===== src/rtl/pio_pkg.sv =====
package pio_pkg;
   localparam logic [3:0] ADR_VAL_B  = 4'h0;
   localparam logic [3:0] ADR_VAL_A  = 4'h1;
   localparam logic [3:0] ADR_DIR_B  = 4'h2;
   localparam logic [3:0] ADR_DIR_A  = 4'h3;
   localparam logic [3:0] ADR_LATCH  = 4'hB;
   localparam logic [3:0] ADR_EDGE   = 4'hC;

   localparam int LATCH_BIT_A = 0;
   localparam int LATCH_BIT_B = 1;
   localparam int EDGE_BIT_A  = 0;
   localparam int EDGE_BIT_B  = 4;

   typedef enum logic [2:0] {
      SEL_NONE, SEL_VAL_B, SEL_VAL_A, SEL_DIR_B, SEL_DIR_A, SEL_LATCH, SEL_EDGE
   } reg_sel_e;

   function automatic reg_sel_e decode_addr(input logic [3:0] a);
      case (a)
         ADR_VAL_B: return SEL_VAL_B;
         ADR_VAL_A: return SEL_VAL_A;
         ADR_DIR_B: return SEL_DIR_B;
         ADR_DIR_A: return SEL_DIR_A;
         ADR_LATCH: return SEL_LATCH;
         ADR_EDGE:  return SEL_EDGE;
         default:   return SEL_NONE;
      endcase
   endfunction
endpackage


===== src/rtl/pio_edge_sync.sv =====
module pio_edge_sync #(
   parameter int STAGES = 2
) (
   input  logic clk,
   input  logic rst_n,
   input  logic raw,
   input  logic rise_sel,
   output logic hit
);
   generate
      if (STAGES < 2) begin : g_bad_stages
         $error("pio_edge_sync: STAGES must be at least 2");
      end
   endgenerate

   logic [STAGES:0] chain_q;

   always_ff @(posedge clk or negedge rst_n) begin
      if (!rst_n) chain_q <= '0;
      else        chain_q <= {chain_q[STAGES-1:0], raw};
   end

   logic now_lvl, old_lvl;
   assign now_lvl = chain_q[STAGES-1];
   assign old_lvl = chain_q[STAGES];
   assign hit = rise_sel ? (now_lvl & ~old_lvl) : (~now_lvl & old_lvl);

   p_one_edge_r7: assert property (@(posedge clk) disable iff (!rst_n)
      hit |=> !hit);
endmodule


===== src/rtl/pio_port.sv =====
module pio_port #(
   parameter int W            = 8,
   parameter bit OUTS_FROM_REG = 1'b0,
   parameter int SYNC_STAGES  = 2
) (
   input  logic         clk,
   input  logic         rst_n,
   input  logic         dir_we,
   input  logic         val_we,
   input  logic [W-1:0] wdata,
   input  logic         latch_en,
   input  logic         rise_sel,
   input  logic         ctl_raw,
   input  logic [W-1:0] pins_in,
   output logic [W-1:0] pins_out,
   output logic [W-1:0] pins_oe,
   output logic [W-1:0] dir_val,
   output logic [W-1:0] rd_val
);
   generate
      if (W < 1) begin : g_bad_w
         $error("pio_port: W must be positive");
      end
   endgenerate

   logic [W-1:0] dir_q, val_q, cap_q, in_view;
   logic         take;

   pio_edge_sync #(.STAGES(SYNC_STAGES)) u_sync (
      .clk(clk), .rst_n(rst_n), .raw(ctl_raw), .rise_sel(rise_sel), .hit(take)
   );

   always_ff @(posedge clk or negedge rst_n) begin
      if (!rst_n) begin
         dir_q <= '0;
         val_q <= '0;
         cap_q <= '0;
      end else begin
         if (dir_we) dir_q <= wdata;
         if (val_we) val_q <= wdata;
         if (take && latch_en) cap_q <= pins_in;
      end
   end

   assign pins_out = val_q;
   assign pins_oe  = dir_q;
   assign dir_val  = dir_q;
   assign in_view  = latch_en ? cap_q : pins_in;

   generate
      if (OUTS_FROM_REG) begin : g_mixed_read
         always_comb begin
            for (int i = 0; i < W; i++)
               rd_val[i] = dir_q[i] ? val_q[i] : in_view[i];
         end
      end else begin : g_pin_read
         assign rd_val = in_view;
      end
   endgenerate

   p_cap_hold_r8: assert property (@(posedge clk) disable iff (!rst_n)
      !take |=> $stable(cap_q));
   p_cap_gate_r7: assert property (@(posedge clk) disable iff (!rst_n)
      !latch_en |=> $stable(cap_q));
   p_cap_take_r7: assert property (@(posedge clk) disable iff (!rst_n)
      (take && latch_en) |=> cap_q == $past(pins_in));
   p_dir_wr_r4: assert property (@(posedge clk) disable iff (!rst_n)
      dir_we |=> pins_oe == $past(wdata));
   p_val_wr_r4: assert property (@(posedge clk) disable iff (!rst_n)
      val_we |=> pins_out == $past(wdata));
endmodule


===== src/rtl/pio_dual_port.sv =====
module pio_dual_port
   import pio_pkg::*;
#(
   parameter int DATA_W      = 8,
   parameter int ADDR_W      = 4,
   parameter int SYNC_STAGES = 2
) (
   input  logic              clk,
   input  logic              rst_n,
   input  logic              cs_en,
   input  logic              cs_n,
   input  logic [ADDR_W-1:0] bus_addr,
   input  logic              rd_nwr,
   input  logic              bus_stb,
   input  logic [DATA_W-1:0] bus_in,
   output logic [DATA_W-1:0] bus_out,
   output logic              bus_oe,
   input  logic [DATA_W-1:0] pa_in,
   output logic [DATA_W-1:0] pa_out,
   output logic [DATA_W-1:0] pa_oe,
   input  logic [DATA_W-1:0] pb_in,
   output logic [DATA_W-1:0] pb_out,
   output logic [DATA_W-1:0] pb_oe,
   input  logic              ctl_a,
   input  logic              ctl_b
);
   localparam int CFG_MIN_W = EDGE_BIT_B + 1;

   generate
      if (ADDR_W != 4) begin : g_bad_addr
         $error("pio_dual_port: ADDR_W must be 4");
      end
      if (DATA_W < CFG_MIN_W) begin : g_bad_data
         $error("pio_dual_port: DATA_W too narrow for control fields");
      end
   endgenerate

   logic              picked, acc, wr, rd;
   reg_sel_e          sel;
   logic [DATA_W-1:0] latch_q, edge_q, rd_mux;
   logic [DATA_W-1:0] rd_a, rd_b, dir_a, dir_b;

   assign picked = cs_en & ~cs_n;
   assign acc    = picked & bus_stb;
   assign wr     = acc & ~rd_nwr;
   assign rd     = acc & rd_nwr;
   assign sel    = decode_addr(bus_addr);

   always_ff @(posedge clk or negedge rst_n) begin
      if (!rst_n) begin
         latch_q <= '0;
         edge_q  <= '0;
      end else if (wr) begin
         if (sel == SEL_LATCH) latch_q <= bus_in;
         if (sel == SEL_EDGE)  edge_q  <= bus_in;
      end
   end

   pio_port #(.W(DATA_W), .OUTS_FROM_REG(1'b0), .SYNC_STAGES(SYNC_STAGES)) u_port_a (
      .clk(clk), .rst_n(rst_n),
      .dir_we(wr && sel == SEL_DIR_A), .val_we(wr && sel == SEL_VAL_A),
      .wdata(bus_in), .latch_en(latch_q[LATCH_BIT_A]), .rise_sel(edge_q[EDGE_BIT_A]),
      .ctl_raw(ctl_a), .pins_in(pa_in), .pins_out(pa_out), .pins_oe(pa_oe),
      .dir_val(dir_a), .rd_val(rd_a)
   );

   pio_port #(.W(DATA_W), .OUTS_FROM_REG(1'b1), .SYNC_STAGES(SYNC_STAGES)) u_port_b (
      .clk(clk), .rst_n(rst_n),
      .dir_we(wr && sel == SEL_DIR_B), .val_we(wr && sel == SEL_VAL_B),
      .wdata(bus_in), .latch_en(latch_q[LATCH_BIT_B]), .rise_sel(edge_q[EDGE_BIT_B]),
      .ctl_raw(ctl_b), .pins_in(pb_in), .pins_out(pb_out), .pins_oe(pb_oe),
      .dir_val(dir_b), .rd_val(rd_b)
   );

   always_comb begin
      case (sel)
         SEL_VAL_A: rd_mux = rd_a;
         SEL_VAL_B: rd_mux = rd_b;
         SEL_DIR_A: rd_mux = dir_a;
         SEL_DIR_B: rd_mux = dir_b;
         SEL_LATCH: rd_mux = latch_q;
         SEL_EDGE:  rd_mux = edge_q;
         default:   rd_mux = '0;
      endcase
   end

   assign bus_oe  = rd;
   assign bus_out = rd ? rd_mux : '0;

   p_no_drive_unsel_r1: assert property (@(posedge clk) disable iff (!rst_n)
      !picked |-> (!bus_oe && bus_out == '0));
   p_no_write_unsel_r1: assert property (@(posedge clk) disable iff (!rst_n)
      !picked |=> ($stable(latch_q) && $stable(edge_q) && $stable(pa_oe) && $stable(pb_oe)));
   p_unmapped_zero_r9: assert property (@(posedge clk) disable iff (!rst_n)
      (bus_oe && sel == SEL_NONE) |-> bus_out == '0);
   p_b_outbits_r6: assert property (@(posedge clk) disable iff (!rst_n)
      (bus_oe && sel == SEL_VAL_B) |-> ((bus_out & pb_oe) == (pb_out & pb_oe)));
   p_idle_quiet_r10: assert property (@(posedge clk) disable iff (!rst_n)
      !bus_stb |-> !bus_oe);

   always @(posedge clk) begin
      if (!rst_n) begin
         p_reset_clear_r3: assert (pa_oe == '0 && pb_oe == '0 && pa_out == '0 &&
                                   pb_out == '0 && latch_q == '0 && edge_q == '0);
      end
   end
endmodule


===== config.mk =====
export PLATFORM = sky130hd
export DESIGN_NAME = pio_dual_port
export DESIGN_NICKNAME = d
export VERILOG_FILES = /design/src/rtl/pio_pkg.sv /design/src/rtl/pio_edge_sync.sv /design/src/rtl/pio_port.sv /design/src/rtl/pio_dual_port.sv
export SDC_FILE = /design/constraint.sdc
export NUM_CORES = 1
export LEC_CHECK = 0
export CAP_MARGIN = 20
export CORE_ASPECT_RATIO = 0.6
export CORE_MARGIN = 2
export CORE_UTILIZATION = 56
export DETAILED_ROUTE_END_ITERATION = 16
export PLACE_DENSITY = 0.92
export SETUP_SLACK_MARGIN = 0.15
export SYNTH_ARGS = -nofsm -noshare
export SYNTH_HDL_FRONTEND = slang
export SYNTH_HIERARCHICAL = 1
export SYNTH_SLANG_ARGS = --single-unit

===== constraint.sdc =====
create_clock -name clk -period 3.1 [get_ports clk]
set_input_delay 0.62 -clock clk [delete_from_list [all_inputs] [get_ports clk]]
set_output_delay 0.62 -clock clk [all_outputs]
set_load 0.02 [all_outputs]

==> impl_metrics.csv, run 1 <==
group,metric,value,unit
run_status,status,"completed",
synth,synth_top_area_share,0.465,
routing,drtIter0Drc,172,
cts,insertion_delay,350,ps
cts,clockRootBuffer,"clkbuf_8",
sta,rsz0062_at_grt,"false",
critical_path,critical_path.startpoint_type,"input pin",
sta,drv_slew,0,
synth,synth_nets,328,
routing,ant_nets,0,
synth,synth_cell_type_count,37,
job,max_cap_violations,0,
synth,ys_top_cells_by_count,"70 x dfrtp_1, 60 x mux2_2, 20 x o21ai_0, 18 x nand2_1, 17 x buf_4",
placement,dp_hpwl,6400,µm
finish,nFillCells,453,
pwr,leakagePower,0.00224,µW
synth,ys_ff_latch,70,
routing,routedWlPerCell,20.0,µm
floorplan,die_area,0.00742,mm²
critical_path,criticalPathCategory,"in -> out",
synth,synth.area.top_cells,"dfrtp_1 47%, mux2_2 18%, mux2_4 6.4%, buf_4 3.4%, o21ai_0 2.7%",
global_routing,antenna_found_initial,1,
routing,viasPerCell,5.84,
synth,syn_inst,292,
finish,drive_gt1_frac,0.368,
sta,tns,0,ps
pwr,ir_drop,0.312,mV
synth,synth-edff-count,0,
finish,multiInputGateArea,0.00178,mm²
synth,yosysMostFrequentCell,"dfrtp_1",
cts,clk_pin_slew,70,ps
global_routing,grt_max_degree,71,
critical_path,cp_max_fo,2,
floorplan,ioPinCount,77,
placement,place_area,0.00457,mm²
placement,portBuffers,76,
pwr,power.density,536,mW/mm²
global_routing,grtUsageTotal,0.264,
cts,clk_path_buf_depth,2,
cts,cts_made_buffers,9,
floorplan,initial_core_util,0.571,
sta,slew_headroom,0.418,
synth,syn_avg_cell_area,12.9,µm²
synth,ys.flop_type,"dfrtp_1",
finish,final_cells,460,
cts,cts_sinks,70,
sta,fin_worst_skew,5.65,ps
sta,fin_hold_ws,356,ps
sta,min_period,2900,ps
synth,ys_async_sr_fraction,1.00,
placement,place_congestion,0.930,
sta,post-route-period-util,0.936,
sta,setup_viol,0,
finish,finalNetCount,403,
sta,worstMarginPinSlew,872,ps
cts,cts_hold_buffers,0,
synth,ys_seq_area_frac,0.465,
floorplan,core,0.00659,mm²
finish,stdcell_area,0.00483,mm²
routing,drtPass1Iterations,5,
synth,synth_area,0.00377,mm²
finish,areaGrowthSynthToFinish,28.2,%
placement,dpl.cell_count,443,
critical_path,critPathArrivalTime,2280,ps
floorplan,std_cell_rows,23,
sta,finalHoldViolCount,0,
routing,vias,2688,
floorplan,die_h,67.5,µm
finish,regArea,0.00175,mm²
routing,drc,0,
cts,cts_tree,"built",
cts,htree_levels,3,
finish,fin_util,0.733,
critical_path,cp-end-kind,"primary output",
critical_path,critPathRequiredTime,2480,ps
floorplan,die_w,110,µm
global_routing,grt_pass1_vias,2689,
sta,max_freq,0.345,GHz
synth,synth_area_leader_cell,"dfrtp_1",
routing,wl,9220,µm
global_routing,grt_first_pass_wirelength,14200,µm
synth,ys.warnings.count,6,
worst_hold_path,min_path_type,"reg -> reg",
global_routing,overflow,0,
cell usage in the layout (no fill, tap or decap), types with 4 or more instances in the layout:
| cell type | count |
|---|---|
| nor3b_1 | 7 |
| buf_4 | 22 |
| bufinv_16 | 4 |
| clkdlybuf4s50_1 | 61 |
| clkbuf_8 | 10 |
| dfrtp_1 | 69 |
| a311oi_1 | 5 |
| nand2_1 | 18 |
| mux2_2 | 60 |
| mux2i_1 | 8 |
| and3_1 | 6 |
| and3b_1 | 10 |
| mux2_4 | 16 |
| o21ai_0 | 19 |
| buf_2 | 7 |
worst max-delay path: stages:
cell	delay (ps)
clkdlybuf4s50_1	480
mux2i_1	80
o21ai_0	130
nor3b_1	200
o21ai_0	100
a311oi_1	310
clkdlybuf4s15_1	360
layer usage:
layer  part of all wire  GRT usage  vias to the layer above
met1               0.46      0.358                     1348
met2               0.45      0.410                      113
met5                  0          0                        -
met4              0.016     0.0791                        0
li1                   -          -                     1208
met3              0.075     0.0840                       19
cells by family (layout without fill, tap and decap cells):
logic type | Yosys count | count (layout) | synth area share
buffers and inverters | 36 | 116 | 0.0661
DFF | 70 | 70 | 0.465
muxes | 88 | 88 | 0.284
other | 0 | 1 | 0
and+or+nand+nor | 64 | 64 | 0.122
AOI/OAI and AO/OA | 34 | 34 | 0.0628
sequential cells by signal (all words and copies together), names as in the netlist:
name / count
edge_q: 8
latch_q: 8
u_port_a/cap_q: 8
u_port_a/dir_val: 8
u_port_a/pins_out: 8
u_port_a/u_sync/chain_q: 3
u_port_b/cap_q: 8
u_port_b/dir_val: 8
u_port_b/pins_out: 8
u_port_b/u_sync/chain_q: 3
layout make-up:
class	instances	area share
antenna	1	0.000518
inverter	1	0.000777
clock inverter	6	0.0275
clock buffer	10	0.0285
timing repair buffer	99	0.190
tap	87	0.0225
multi-input combinational	186	0.368
sequential	70	0.363
power by group:
part / leakage [µW] / internal (µW) / total [µW] / switching, µW
registers: 0.000908 / 1030 / 1110 / 82.5
clock network: 0.000132 / 636 / 988 / 351
logic: 0.00120 / 289 / 488 / 200
per-stage QoR:
stage	setup WS (ps)	total power [µW]
floorplan	540	1420
global placement	-417	1590
detailed placement	-493	1610
CTS	139	2600
global route	155	2690
finish	199	2590
worst paths after layout:
path | start | to | slack, ps | cells past startpoint
max in group asynchronous | rst_n | latch_q[1] | 2010 | 2
min | u_port_b/u_sync/chain_q[0] | u_port_b/u_sync/chain_q[1] | 360 | 0
max reg2reg | u_port_a/u_sync/chain_q[1] | u_port_a/cap_q[1] | 1740 | 4
min reg2reg | u_port_b/u_sync/chain_q[0] | u_port_b/u_sync/chain_q[1] | 360 | 0
max | pb_in[3] | bus_out[3] | 200 | 7
min in group asynchronous | rst_n | u_port_a/pins_out[4] | 470 | 2
what timing repair did:
action,CTS,global route
endpoints found under the setup margin,8,3
endpoints found under the hold margin,0,0
pin swaps,5,2
resized for setup,42,7
setup buffers,0,0
No activity file was read; power rests on OpenSTA's default activity.
==> run 2: changes to the inputs <==
GPL_ROUTABILITY_DRIVEN = 1   (was not set)
==> results of run 2 <==
Same layout as run 1: the final DEF is identical, and so are final timing and power.
==> run 3: changes to the inputs <==
CORE_ASPECT_RATIO = 0.75   (was 0.6)
==> impl_metrics.csv, run 3 (synthesis results as in run 1) <==
group,metric,value,unit
run_status,status,"completed",
critical_path,critical_path.startpoint_type,"input pin",
sta,post-route-period-util,0.934,
finish,most-common-layout-cells,"70 x dfrtp_1, 62 x clkdlybuf4s50_1, 60 x mux2_2, 29 x buf_4, 19 x o21ai_0",
placement,place_congestion,0.868,
critical_path,criticalPathCategory,"in -> out",
placement,place_area,0.00460,mm²
sta,fin_worst_skew,7.00,ps
pwr,ir_drop,0.330,mV
routing,routedWlPerCell,19.6,µm
sta,setup_viol,0,
pwr,power.density,491,mW/mm²
routing,vias,2673,
floorplan,std_cell_rows,25,
global_routing,overflow,0,
finish,stdcell_area,0.00483,mm²
finish,areaGrowthSynthToFinish,28.1,%
finish,nFillCells,413,
critical_path,critPathBufInv,2,
cts,clk_pin_slew,80,ps
placement,dp_hpwl,6300,µm
floorplan,core,0.00641,mm²
finish,finalNetCount,408,
routing,wl,8970,µm
cts,cts_sinks,70,
sta,finalHoldViolCount,0,
cts,clockRootBuffer,"clkbuf_8",
critical_path,cp_max_fo,2,
sta,slew_headroom,0.666,
sta,worstMarginPinSlew,501,ps
routing,ant_nets,0,
sta,tns,0,ps
finish,fin_util,0.753,
sta,min_period,2900,ps
critical_path,cp-end-kind,"primary output",
sta,drv_slew,0,
cts,cts_tree,"built",
critical_path,critPathRequiredTime,2480,ps
cts,insertion_delay,350,ps
worst_hold_path,min_path_type,"in -> async",
floorplan,die_h,75.0,µm
critical_path,slowest_stage,"clkdlybuf4s50_1",
placement,portBuffers,76,
finish,drive_gt1_frac,0.393,
sta,rsz0062_at_grt,"true",
pwr,p_total,2370,µW
cts,clk_path_buf_depth,2,
job,max_cap_violations,0,
floorplan,die_area,0.00740,mm²
critical_path,crit_family,"buffers and inverters",
finish,layout_commonest_cell,"dfrtp_1",
global_routing,grt_first_pass_wirelength,14100,µm
sta,max_freq,0.345,GHz
routing,drtIter0Drc,181,
finish,diodes,0,
global_routing,grt_max_degree,71,
cts,htree_levels,3,
floorplan,die_w,98.7,µm
global_routing,grt_pass1_vias,2711,
routing,drc,0,
routing,viasPerCell,5.84,
critical_path,worst_path_most_repeated_cell,"o21ai_0",
pwr,leakagePower,0.00223,µW
critical_path,path_cells,"clkdlybuf4s50_1, mux2i_1, o21ai_0, nor3b_2, o21ai_0, a311oi_2, buf_4",
cts,cts_made_buffers,9,
routing,drtPass1Iterations,4,
floorplan,ioPinCount,77,
floorplan,initial_core_util,0.587,
critical_path,cpPeakStageDelay,500,ps
global_routing,antenna_found_initial,0,
cts,post_cts_buffers,0,
critical_path,critPathArrivalTime,2280,ps
global_routing,grtUsageTotal,0.254,
[run 3: cell types whose count changed in the layout (fill, tap and decap cells not counted), sizes merged]
cell | before | now
dlymetal6s2s | 3 | 2
clkbuf | 10 | 11
diode | 1 | 0
buf | 31 | 37
bufinv | 4 | 1
clkdlybuf4s50 | 61 | 62
clkdlybuf4s15 | 1 | 0
clkinvlp | 1 | 3
[run 3: cell type report]
class / count / area (µm²) / area share
Inverter: 1 / 3.75 / 0.000778
Clock inverter: 5 / 57.6 / 0.0119
Sequential cell: 70 / 1750 / 0.363
Clock buffer: 11 / 151 / 0.0314
Timing Repair Buffer: 104 / 951 / 0.197
Multi-Input combinational cell: 186 / 1810 / 0.375
Tap cell: 81 / 101 / 0.0210
[run 3: stage by stage]
stage          cells  hold WS (ps)  worst slack (ps)
6_report         458           272               203
4_1_cts          458           288              75.9
3_5_place_dp     442           336              -414
3_3_place_gp     442           335              -410
5_1_grt          458           291              87.6
2_1_floorplan    292           324               540
[run 3: worst register-to-register path, stage by stage, from the launching register on]
cell and delay (ps):
dfrtp_1 400, nand2b_1 160, o21ai_2 220, nand2_8 120
mux2_4 320
[run 3: what timing repair did]
item,4_1_cts,5_1_grt
pin swaps,2,1
gates resized for setup,42,16
hold buffers,0,0
setup endpoints to repair,8,8
[run 3: routing by layer]
metal | vias up | share of wire | GRT usage
li1 | 1212 | - | -
met3 | 13 | 0.073 | 0.0799
met5 | - | 0 | 0
met2 | 106 | 0.45 | 0.392
met1 | 1342 | 0.46 | 0.352
met4 | 0 | 0.017 | 0.0746
[run 3: final timing paths]
| kind | start | end | slack [ps] | depth (start not counted) |
|---|---|---|---|---|
| worst max-delay path | pb_in[3] | bus_out[3] | 200 | 7 |
| worst min-delay path | rst_n | u_port_a/cap_q[4] | 270 | 2 |
| worst max register to register | u_port_a/u_sync/chain_q[1] | u_port_a/cap_q[0] | 1760 | 4 |
| worst min register to register | u_port_b/u_sync/chain_q[0] | u_port_b/u_sync/chain_q[1] | 350 | 0 |
| max in group asynchronous | rst_n | latch_q[0] | 2520 | 2 |
| min in group clk | u_port_b/u_sync/chain_q[0] | u_port_b/u_sync/chain_q[1] | 350 | 0 |
[run 3: power breakdown]
group / leakage [µW] / internal (µW) / switching [µW]
registers: 0.000910 / 1030 / 80.4
clock network: 0.0000976 / 414 / 347
logic: 0.00122 / 293 / 201
